**src/rtl/cap_pkg.sv**
```systemverilog
package cap_pkg;
  typedef enum logic [2:0] {
    ST_IDLE,
    ST_ARMED,
    ST_TRIG,
    ST_DONE,
    ST_READ
  } cap_state_e;
endpackage

```
**src/rtl/cap_match.sv**
```systemverilog
module cap_match #(
  parameter int NCH = 8
) (
  input  logic [NCH-1:0] smp_i,
  input  logic [NCH-1:0] mask_i,
  input  logic [NCH-1:0] value_i,
  output logic           hit_o
);
  logic [NCH-1:0] bit_ok;

  for (genvar b = 0; b < NCH; b++) begin : g_bit
    assign bit_ok[b] = ~mask_i[b] | ~(smp_i[b] ^ value_i[b]);
  end

  assign hit_o = &bit_ok;
endmodule

```
**src/rtl/cap_mem.sv**
```systemverilog
module cap_mem #(
  parameter int NCH   = 8,
  parameter int DEPTH = 16,
  localparam int AW   = $clog2(DEPTH)
) (
  input  logic           clk_i,
  input  logic           we_i,
  input  logic [AW-1:0]  waddr_i,
  input  logic [NCH-1:0] wdata_i,
  input  logic [AW-1:0]  raddr_i,
  output logic [NCH-1:0] rdata_o
);
  logic [NCH-1:0] mem_q [DEPTH];

  always_ff @(posedge clk_i) begin
    if (we_i) mem_q[waddr_i] <= wdata_i;
  end

  assign rdata_o = mem_q[raddr_i];
endmodule

```
**src/rtl/cap_seq.sv**
```systemverilog
module cap_seq
  import cap_pkg::*;
#(
  parameter int DEPTH = 16,
  localparam int AW   = $clog2(DEPTH),
  localparam int CW   = AW + 1
) (
  input  logic          clk_i,
  input  logic          rst_ni,
  input  logic          arm_i,
  input  logic          samp_en_i,
  input  logic          hit_i,
  input  logic [AW-1:0] pre_i,
  input  logic          rd_ready_i,
  output logic          we_o,
  output logic [AW-1:0] wr_ptr_o,
  output logic [AW-1:0] rd_ptr_o,
  output logic          rd_valid_o,
  output logic          armed_o,
  output logic          triggered_o,
  output logic          done_o
);
  cap_state_e    st_q;
  logic [AW-1:0] wr_ptr_q, rd_ptr_q, pre_q, fill_q;
  logic [CW-1:0] post_q, rd_cnt_q, post_target;
  logic          capturing, fire;

  function automatic logic [AW-1:0] nxt(input logic [AW-1:0] p);
    return (p == AW'(DEPTH - 1)) ? '0 : p + 1'b1;
  endfunction

  assign post_target = CW'(DEPTH) - {1'b0, pre_q};
  assign capturing   = (st_q == ST_ARMED) || (st_q == ST_TRIG);
  assign we_o        = capturing && samp_en_i;
  // history must be full before a candidate may fire
  assign fire        = (st_q == ST_ARMED) && samp_en_i && hit_i && (fill_q >= pre_q);

  always_ff @(posedge clk_i or negedge rst_ni) begin
    if (!rst_ni) begin
      st_q     <= ST_IDLE;
      wr_ptr_q <= '0;
      rd_ptr_q <= '0;
      pre_q    <= '0;
      fill_q   <= '0;
      post_q   <= '0;
      rd_cnt_q <= '0;
    end else begin
      if (we_o) wr_ptr_q <= nxt(wr_ptr_q);
      unique case (st_q)
        ST_IDLE: if (arm_i) begin
          st_q   <= ST_ARMED;
          pre_q  <= pre_i;
          fill_q <= '0;
        end
        ST_ARMED: if (samp_en_i) begin
          if (fire) begin
            post_q <= CW'(1);
            st_q   <= (post_target == CW'(1)) ? ST_DONE : ST_TRIG;
          end else if (fill_q < pre_q) begin
            fill_q <= fill_q + 1'b1;
          end
        end
        ST_TRIG: if (samp_en_i) begin
          post_q <= post_q + CW'(1);
          if (post_q + CW'(1) == post_target) st_q <= ST_DONE;
        end
        ST_DONE: begin
          st_q     <= ST_READ;
          rd_ptr_q <= wr_ptr_q;
          rd_cnt_q <= '0;
        end
        ST_READ: if (rd_ready_i) begin
          rd_ptr_q <= nxt(rd_ptr_q);
          rd_cnt_q <= rd_cnt_q + CW'(1);
          if (rd_cnt_q == CW'(DEPTH - 1)) st_q <= ST_IDLE;
        end
        default: st_q <= ST_IDLE;
      endcase
    end
  end

  assign wr_ptr_o    = wr_ptr_q;
  assign rd_ptr_o    = rd_ptr_q;
  assign rd_valid_o  = (st_q == ST_READ);
  assign armed_o     = (st_q == ST_ARMED);
  assign triggered_o = (st_q == ST_TRIG);
  assign done_o      = (st_q == ST_DONE) || (st_q == ST_READ);


  arm_ignored_chk: assert property (@(posedge clk_i) disable iff (!rst_ni)
    (st_q == ST_READ && arm_i) |=> st_q != ST_ARMED);


  no_early_trig_chk: assert property (@(posedge clk_i) disable iff (!rst_ni)
    (st_q == ST_ARMED && !(samp_en_i && hit_i)) |=> st_q == ST_ARMED);


  hold_ptr_chk: assert property (@(posedge clk_i) disable iff (!rst_ni)
    !samp_en_i |=> $stable(wr_ptr_q));


  post_bound_chk: assert property (@(posedge clk_i) disable iff (!rst_ni)
    st_q == ST_TRIG |-> post_q < post_target);
endmodule

```
**src/rtl/capture_buffer.sv**
```systemverilog
module capture_buffer #(
  parameter int DEPTH = 16,
  parameter int NCH   = 8
) (
  input  logic                     clk_i,
  input  logic                     rst_ni,
  input  logic [NCH-1:0]           probe_i,
  input  logic                     ext_sel_i,
  input  logic                     ext_strobe_i,
  input  logic [NCH-1:0]           trig_mask_i,
  input  logic [NCH-1:0]           trig_value_i,
  input  logic [$clog2(DEPTH)-1:0] pre_count_i,
  input  logic                     arm_i,
  output logic                     armed_o,
  output logic                     triggered_o,
  output logic                     done_o,
  output logic [NCH-1:0]           rd_data_o,
  output logic                     rd_valid_o,
  input  logic                     rd_ready_i
);
  localparam int AW = $clog2(DEPTH);

  logic          samp_en, hit, we;
  logic [AW-1:0] wr_ptr, rd_ptr;

  assign samp_en = ext_sel_i ? ext_strobe_i : 1'b1;

  cap_match #(.NCH(NCH)) u_match (
    .smp_i   (probe_i),
    .mask_i  (trig_mask_i),
    .value_i (trig_value_i),
    .hit_o   (hit)
  );

  cap_seq #(.DEPTH(DEPTH)) u_seq (
    .clk_i       (clk_i),
    .rst_ni      (rst_ni),
    .arm_i       (arm_i),
    .samp_en_i   (samp_en),
    .hit_i       (hit),
    .pre_i       (pre_count_i),
    .rd_ready_i  (rd_ready_i),
    .we_o        (we),
    .wr_ptr_o    (wr_ptr),
    .rd_ptr_o    (rd_ptr),
    .rd_valid_o  (rd_valid_o),
    .armed_o     (armed_o),
    .triggered_o (triggered_o),
    .done_o      (done_o)
  );

  cap_mem #(.NCH(NCH), .DEPTH(DEPTH)) u_mem (
    .clk_i   (clk_i),
    .we_i    (we),
    .waddr_i (wr_ptr),
    .wdata_i (probe_i),
    .raddr_i (rd_ptr),
    .rdata_o (rd_data_o)
  );


  rd_hold_chk: assert property (@(posedge clk_i) disable iff (!rst_ni)
    (rd_valid_o && !rd_ready_i) |=> (rd_valid_o && $stable(rd_data_o)));
endmodule

```
**config.mk**
```make
export PLATFORM = sky130hd
export DESIGN_NAME = capture_buffer
export DESIGN_NICKNAME = d
export VERILOG_FILES = /design/src/rtl/cap_pkg.sv /design/src/rtl/cap_match.sv /design/src/rtl/cap_mem.sv /design/src/rtl/cap_seq.sv /design/src/rtl/capture_buffer.sv
export SDC_FILE = /design/constraint.sdc
export NUM_CORES = 1
export LEC_CHECK = 0
export ABC_AREA = 0
export BUFFER_PORTS_ARGS = -buffer_cell sky130_fd_sc_hd__buf_2
export CAP_MARGIN = 25
export CELL_PAD_IN_SITES_DETAIL_PLACEMENT = 0
export CELL_PAD_IN_SITES_GLOBAL_PLACEMENT = 1
export CORE_MARGIN = 3
export CORE_UTILIZATION = 54
export DETAILED_ROUTE_END_ITERATION = 8
export MAX_ROUTING_LAYER = met4
export PLACE_DENSITY_LB_ADDON = 0.1
export SLEW_MARGIN = 20
export SYNTH_ARGS = -nofsm -noshare
export SYNTH_HDL_FRONTEND = slang
export SYNTH_SLANG_ARGS = --single-unit
```
**constraint.sdc**
```tcl
create_clock -name clk_i -period 6.3 [get_ports clk_i]
set_input_delay 0 -clock clk_i [delete_from_list [all_inputs] [get_ports clk_i]]
set_output_delay 0 -clock clk_i [all_outputs]
set_load 0.005 [all_outputs]
```
[Yosys cells after proc, flatten, opt, wreduce, memory -nomap -nowiden]
Memory sizes are Yosys's and may differ from the RTL's.
Cells that the tools add are included.
W data, S select, Z words.
Storage, ports and cells
  latch bits: 0
  register bits: 29
  output and inout bits: 12
  logic and storage cells: 109
  memories: 1
  input port bits: 34
  ROM bits: 0
  RAM bits: 128
Cells by class
  reductions and logical operators: 16
  multiplexer cells: 27
  shift operators: 0
  div/mod/pow operators: 0
  $add $sub $neg: 6
  order comparisons: 2
  $mul: 0
  equal/unequal tests: 18
  bitwise logic cells: 32
Memories
  u_mem.mem_q: words 16, width 8, rd ports 1, clocked after memory_dff 0, wr ports 1, RTL line cap_mem.sv:13  | logic [NCH-1:0] mem_q [DEPTH];
Operators with widths (number)
  $mux W4: 7
  $mux W3: 7
  $mux W5: 4
  $pmux W5 S2: 2
  $not A1 Y1: 16
  $pmux W4 S2: 2
  $pmux W3 S5: 1
  $ne A2 B1 Y1 const B: 7
  $add A4 B1 Y4 const B: 3
  $add A5 B1 Y5 const B: 2
  $eq A4 B4 Y1 const B: 2
  $or A1 B1 Y1: 8
  $reduce_and A8 Y1: 1
  $xor A1 B1 Y1: 8
  $reduce_and A7 Y1: 1
  $eq A3 B2 Y1 const B: 2
  $reduce_bool A2 Y1: 3
  $eq A5 B1 Y1 const B: 1
  $eq A5 B4 Y1 const B: 1
  $eq A5 B5 Y1: 1
  $reduce_and A5 Y1: 1
  $sub A5 B4 Y5 const A: 1
  $ge A4 B4 Y1: 1
  $logic_and A1 B1 Y1: 4
  9 further kinds: 15

[Longest topological paths before layout]
Gate-level depths: netlist (run 1).
  depth after elaboration: 9
  mapped depth: 8

[Modules after synthesis]
Synthesis (run 1) repeated with hierarchy kept, for this count alone.
Second synthesis, totals
  cells, all modules: 418
  area, all modules: 6854.1 sq um
By module, submodules not included
  cap_mem: instances 1, cells an instance 221, sequential area each 3843.7 sq um, area each 4987.3 sq um
  cap_seq: instances 1, cells an instance 183, sequential area each 725.7 sq um, area each 1751.7 sq um
  cap_match: instances 1, cells an instance 13, sequential area each 0.0 sq um, area each 108.9 sq um
  capture_buffer: instances 1, cells an instance 1, sequential area each 0.0 sq um, area each 6.3 sq um

[Worst setup path before layout (run 1)]
OpenSTA, ideal clock, no wires.
  path type: reg-to-reg
  from: register u_seq.st_q[0]
  to: memory u_mem.mem_q[0][0], enable pin
  arrival: 1.909 ns
  buffers on the path: 1
  clock period less this slack: 2.304 ns
  setup time: 0.395 ns
  setup slack: 3.996 ns
  stages on the path, launching flop included: 5
  cell sequence: dfrtp_1 > xnor2_1 > or3_1 > clkbuf_1 > nor4_1
Between the ends
  word-level cells in the longest chain between the ends: 5
RTL lines
  from (decl): RTL line cap_seq.sv:23  | cap_state_e st_q;
  from (signal assigned): RTL line cap_seq.sv:58  | st_q <= (post_target == CW'(1)) ? ST_DONE : ST_TRIG;
  $eq A3 B1 Y1 or $eq A3 B2 Y1 (tied branches): RTL line cap_seq.sv:33  | assign capturing = (st_q == ST_ARMED) || (st_q == ST_TRIG);
  $logic_or A1 B1 Y1 *: RTL line cap_seq.sv:33
  $logic_and A1 B1 Y1 *: RTL line cap_seq.sv:34  | assign we_o = capturing && samp_en_i;
  $mux W1 *: RTL line cap_mem.sv:16  | if (we_i) mem_q[waddr_i] <= wdata_i;
  $mux W1 (not written as such) *: RTL line cap_mem.sv:16
  to (decl): RTL line cap_mem.sv:13
Every way passes the cells marked *; elsewhere a longest branch is shown, timed or not.

[Final worst setup path (run 1)]
  from: register u_seq.rd_ptr_q[1], in the netlist u_seq.rd_ptr_o[1]
  to: output port rd_data_o[1]
Between the ends
  word-level cells in the longest chain between the ends: 1
RTL lines
  from (decl): RTL line cap_seq.sv:24  | logic [AW-1:0] wr_ptr_q, rd_ptr_q, pre_q, fill_q;
  from (signal assigned): RTL line cap_seq.sv:69  | rd_ptr_q <= wr_ptr_q;
  from (signal assigned): RTL line cap_seq.sv:73  | rd_ptr_q <= nxt(rd_ptr_q);
  $mem_v2 Z16 W8
  to (decl): RTL line capture_buffer.sv:17  | output logic [NCH-1:0] rd_data_o,
No other way between the ends.

==> reports/results.tsv, run 1 <==
metric	value	unit
status	finished, final reports clean	
# rows	40	
fin crit period	2.66	ns
largest net degree at the start of global routing	54	
syn avg cell area	14.4	um^2
placed insts	680	
register area share after synthesis	0.657	
pre-CTS WS	3.45	ns
CP endpoint kind	output pin	
H-tree depth	4	
final cell count without fillers	723	
part of the power in the clock network	0.289	
initial antenna violation count	0	
DR DRC count	0	
period utilisation layout	0.422	
Distinct cells, synth	52	
Reg power frac	0.400	
cell area after synthesis	0.00696	mm^2
Clock Skew	0.00811	ns
Final nets	591	
Final setup viols	0	
Final Hold Fails	0	
critical path required time	6.30	ns
worst-case clock buffer depth	2	
CTS tree	yes	
fmax	0.376	GHz
GPL Wtd Cong	0.793	
total core area	0.0123	mm^2
Reg clk slew, reported paths	0.06	ns
Setup CP Type	flop to output pin	
Post-Synthesis Cells	483	
WL/cell	20.0	um
top cell type's share of synthesized area	0.553	
setup tns final	0	ns
Worst Max-Slew Pin Slew	0.976	ns
RSZ-0062 raised after global routing	no	
pwr/cell area	454	mW/mm^2
switching power	1.22	mW
dpl cell area	0.00734	mm^2
number of synthesized flops with an enable pin	128	
starting DRC count in detailed routing	320	
total CTS buffers	17	
Die W	119	um
Net Sw Frac	0.331	
post-synth net total	532	
Seq cells post-synth	157	
Area contributors post-synth	edfxtp_1, dfrtp_1, mux4_2	
via/cell ratio	5.77	
final worst slack	3.64	ns
# IOs	46	
post-synth top area cell	edfxtp_1	
Hold Path Class	input port to flop	
first-pass GRT wire length	23200	um
vias in the first global route	4182	
area delta synth->final	16.3	%
GR Overflow Total	0	
GRT Overall Usage	0.221	
Relative slew margins	0.350	
max_cap viols	0	
commonest cells in the netlist	edfxtp_1, nand2_1, o21ai_0	
Power Total	3.68	mW
Clock Sinks	157	
CP max FO	21	
ys flop type	edfxtp_1	
Lkg Pwr	3.06	nW
post-layout instance area	0.00809	mm^2
Gate power share	0.312	
Die Area	0.0143	mm^2
Pint	2.46	mW
Post-CTS Setup Bufs	0	
CTS hold repair buffers	10	
layout cell share with drive strength beyond 1	0.213	
I/O Buffers	45	
Synth Warn #	0	
FFs w/ async S/R, synth	0.185	
ANT cells	0	
Peak VDD IR	0.280	mV
Arrival @ worst endpoint	2.66	ns
post-CTS sizing	0	
initial core utilization	0.565	
DPL Wire Length	9620	um
total wire length	14400	um
DRT antenna net count	0	
Setup crit start kind	flop	
final max-slew violation count	0	
most common cell in the netlist	edfxtp_1	
first drt pass iteration count	5	
root buf cell	clkbuf_16	
latest clock arrival within the worst-skew pair	0.42	ns
Chip Height	119	um
via count	4175	
## cell families (layout without fill, tap and decap cells)
group | Yosys count | after routing | share of synthesized area
flip-flops | 157 | 157 | 0.657
AND/OR/NAND/NOR | 105 | 105 | 0.0770
AO/OA/AOI/OAI | 100 | 100 | 0.0914
multiplexers | 50 | 50 | 0.102
buffers and inverters | 38 | 110 | 0.0227
XOR/XNOR | 18 | 18 | 0.0227
adder cells (fa/ha/maj) | 15 | 15 | 0.0270
## routing by layer
layer,share of wire,vias to the layer above,GRT usage
li1,-,1982,-
met1,0.46,2063,0.304
met2,0.47,110,0.327
met3,0.058,20,0.0561
met4,0.017,0,0.0752
met5,0,-,-
## path summary, 6_finish.rpt
path	depth (start not counted)	endpoint	startpoint	slack, ns
worst max-delay path	6	rd_data_o[1]	u_seq.rd_ptr_o[1]$_DFFE_PN0P_	3.64
worst min-delay path	1	u_mem.mem_q[3][5]$_DFFE_PP_	probe_i[5]	0.03
worst max register to register	5	u_mem.mem_q[10][2]$_DFFE_PP_	u_seq.st_q[0]$_DFFE_PN0P_	3.75
worst min register to register	1	u_seq.post_q[4]$_DFFE_PN0P_	u_seq.post_q[4]$_DFFE_PN0P_	0.50
max in group asynchronous	2	u_seq.rd_ptr_o[0]$_DFFE_PN0P_	rst_ni	5.67
min in group asynchronous	2	u_seq.fill_q[3]$_DFFE_PN0P_	rst_ni	0.14
## sequential cells by signal, summed over array words and instances (netlist names)
name / flops
u_mem.mem_q: 128
u_seq.post_q: 5
u_seq.rd_cnt_q: 5
u_seq.fill_q: 4
u_seq.pre_q: 4
u_seq.rd_ptr_o: 4
u_seq.wr_ptr_o: 4
u_seq.st_q: 3
## worst max-delay path, stage by stage, from the launching register on
cell and delay [ns]:
dfrtp_1 0.98, nor2_1 0.25, buf_4 0.27, a221oi_1 0.36, o21ai_0 0.13, nand2_1 0.12, buf_2 0.11
## cells in the final DEF (no fill, tap or decap), drive strengths merged, types with 2 or more instances in the layout
master	netlist	layout
clkbuf	14	18
a21oi	23	23
nand2b	2	2
xnor2	6	6
nand3b	4	4
o22ai	3	3
bufinv	0	4
mux2	9	9
mux4	16	16
nor2b	2	2
and3	4	4
buf	8	52
o41ai	2	2
a22o	2	2
o21ai	36	36
edfxtp	128	128
dlygate4sd3	0	10
nand2	39	39
inv	16	18
ha	15	15
dfrtp	29	29
mux2i	25	25
nor4	5	5
or2	2	2
nand3	10	10
or3	3	3
and2	5	5
clkinv	0	7
a221oi	8	8
nand4	2	2
a21o	3	3
nor2	16	16
xor2	12	12
nor3	7	7
a31oi	2	2
a22oi	14	14
## layout make-up
type,count,area (um^2)
flip-flops and latches,157,4570
well taps,168,210
multi-input cells,288,2250
repair buffers,62,378
inverters,16,60.1
fillers,900,4220
clock buffers,18,429
clock inverters,14,193
## power by group through the flow
stage                     logic [mW]  registers [mW]  clock network [mW]
after floorplan                0.880            1.39                   0
after global placement          1.12            1.48                   0
after detailed placement        1.13            1.49                   0
after CTS                       1.14            1.47                1.08
after global routing            1.28            1.49                1.12
final                           1.15            1.47                1.06
## stage by stage
step | utilization | hold WS [ns]
global placement | 0.596 | 0.0792
finish | 0.657 | 0.0275
floorplan | - | -0.296
CTS | 0.655 | 0.00661
global route | 0.657 | 0.0144
detailed placement | 0.596 | 0.0786
No activity file was read; power rests on OpenSTA's default activity.
==> inputs of run 2 (changes only) <==
CORE_UTILIZATION = 46   (was 54)
clock period = 2.2 ns   (was 6.3 ns; I/O delays follow)
==> run 2 against run 1 <==
Critical path depth decreased by 1; clock skew grew 0.0019 ns; utilization is 8.8 points lower; cell count up 6.5%; global-route usage fell by 1.6 points; via count rose by 2.8%; critical endpoint is now rd_data_o[7]; highest routed layer unchanged.
==> reports/results.tsv, run 2 (synthesis results as in run 1) <==
metric	value	unit
total CTS buffers	17	
most common cell after layout, fill and taps aside	edfxtp_1	
CP endpoint kind	output pin	
switching power	3.74	mW
Die W	129	um
# rows	44	
max_cap viols	0	
Hold Path Class	input port to flop	
first drt pass iteration count	5	
part of the power in the clock network	0.260	
Clock Sinks	157	
Die Area	0.0166	mm^2
critical path required time	2.20	ns
Final nets	622	
largest net degree at the start of global routing	30	
I/O Buffers	45	
area delta synth->final	19.8	%
DPL Wire Length	10300	um
starting DRC count in detailed routing	232	
WL/cell	20.0	um
ANT cells	0	
latest clock arrival within the worst-skew pair	0.43	ns
fill count	1198	
Net Sw Frac	0.352	
via count	4293	
H-tree depth	4	
Relative slew margins	0.540	
worst-case clock buffer depth	2	
Pint	6.87	mW
Clock Skew	0.00998	ns
Lkg Pwr	3.21	nW
layout cell share with drive strength beyond 1	0.265	
Largest register FFs	128	
most frequent cells in the layout	edfxtp_1, buf_2, nand2_1	
CP max FO	26	
GRT Overall Usage	0.205	
RSZ-0062 raised after global routing	yes	
post-layout util	0.569	
Setup crit start kind	flop	
Arrival @ worst endpoint	2.15	ns
initial antenna violation count	0	
total wire length	15400	um
Reg clk slew, reported paths	0.07	ns
fmax	0.465	GHz
DRT antenna net count	0	
GPL Wtd Cong	0.830	
fin crit period	2.15	ns
# IOs	46	
pwr/cell area	1270	mW/mm^2
largest reg by FF count	u_mem.mem_q	
Setup CP Type	flop to output pin	
Gate power share	0.353	
status	finished, final reports clean	
root buf cell	clkbuf_16	
Peak VDD IR	0.609	mV
period utilisation layout	0.977	
vias in the first global route	4306	
GR Overflow Total	0	
Top Registers	u_mem.mem_q (128), u_seq.post_q (5), u_seq.rd_cnt_q (5)	
Final setup viols	0	
final max-slew violation count	0	
Power Total	10.6	mW
Chip Height	129	um
Worst Max-Slew Pin Slew	0.691	ns
Reg power frac	0.386	
Final Hold Fails	0	
first-pass GRT wire length	24400	um
DR DRC count	0	
via/cell ratio	5.58	
CTS tree	yes	
initial core utilization	0.475	
total core area	0.0146	mm^2
## run 2: changes by cell type in the layout (fill, tap and decap cells not counted), sizes merged
| cell | previous run | this run |
|---|---|---|
| clkinv | 7 | 4 |
| dlygate4sd3 | 10 | 11 |
| inv | 18 | 25 |
| buf | 52 | 82 |
| bufinv | 4 | 0 |
## run 2: final timing paths
check / end / cells past startpoint / slack [ns] / start
max in group asynchronous: u_seq.rd_ptr_o[0]$_DFFE_PN0P_ / 2 / 1.52 / rst_ni
min reg2reg: u_seq.post_q[4]$_DFFE_PN0P_ / 1 / 0.50 / u_seq.post_q[4]$_DFFE_PN0P_
min: u_mem.mem_q[2][4]$_DFFE_PP_ / 2 / 0.09 / probe_i[4]
max reg2reg: u_seq.post_q[1]$_DFFE_PN0P_ / 7 / 0.19 / u_seq.st_q[1]$_DFFE_PN0P_
max: rd_data_o[7] / 5 / 0.05 / u_seq.rd_ptr_o[0]$_DFFE_PN0P_
min in group asynchronous: u_seq.pre_q[0]$_DFFE_PN0P_ / 2 / 0.15 / rst_ni
## run 2: timing repair
| action | 4_1_cts | 5_1_grt |
|---|---|---|
| hold endpoints to repair | 94 | 0 |
| endpoints found under the setup margin | 8 | 8 |
| pin swaps | 4 | 3 |
| resized for setup | 6 | 14 |
| hold buffers | 11 | 0 |
| setup buffers | 4 | 1 |
## run 2: cell type report
cell class / count / area, um^2 / area share
inverters: 16 / 60.1 / 0.00721
multi-input cells: 288 / 2270 / 0.273
repair buffers: 93 / 633 / 0.0760
flip-flops and latches: 157 / 4570 / 0.549
clock inverters: 14 / 128 / 0.0153
clock buffers: 18 / 429 / 0.0515
well taps: 184 / 230 / 0.0276
## run 2: power groups by stage
stage,Clock (mW),Sequential (mW),Combinational (mW)
2_1_floorplan,0,3.98,2.52
3_3_place_gp,0,4.16,3.54
3_5_place_dp,0,4.18,3.56
4_1_cts,2.82,4.11,3.69
5_1_grt,2.94,4.17,4.15
6_report,2.76,4.10,3.75
## run 2: metrics by stage
step                setup TNS (ns)  setup WS [ns]  hold slack [ns]  cells  cell area, um^2
floorplan                    -3.33         -0.104           -0.296    483             6960
global placement                 0          0.192           0.0905    722             7580
detailed placement               0          0.191           0.0868    722             7580
CTS                        -0.0271        -0.0137           0.0789    769             8300
global route               -0.0840        -0.0303           0.0872    770             8330
finish                           0         0.0502           0.0946    770             8330
## run 2: critical path, cell delays in order, from the launching register on
cell     delay, ns
dfrtp_4       0.49
buf_16        0.24
mux4_2        0.55
a22oi_1       0.18
nand2_1       0.11
buf_2         0.14
## run 2: layer usage
layer  GRT usage  vias up  part of all wire
li1            -     2044                 -
met1       0.289     2120              0.47
met2       0.299      105              0.47
met3      0.0465       24             0.047
met4      0.0649        0             0.018
met5           -        -                 0
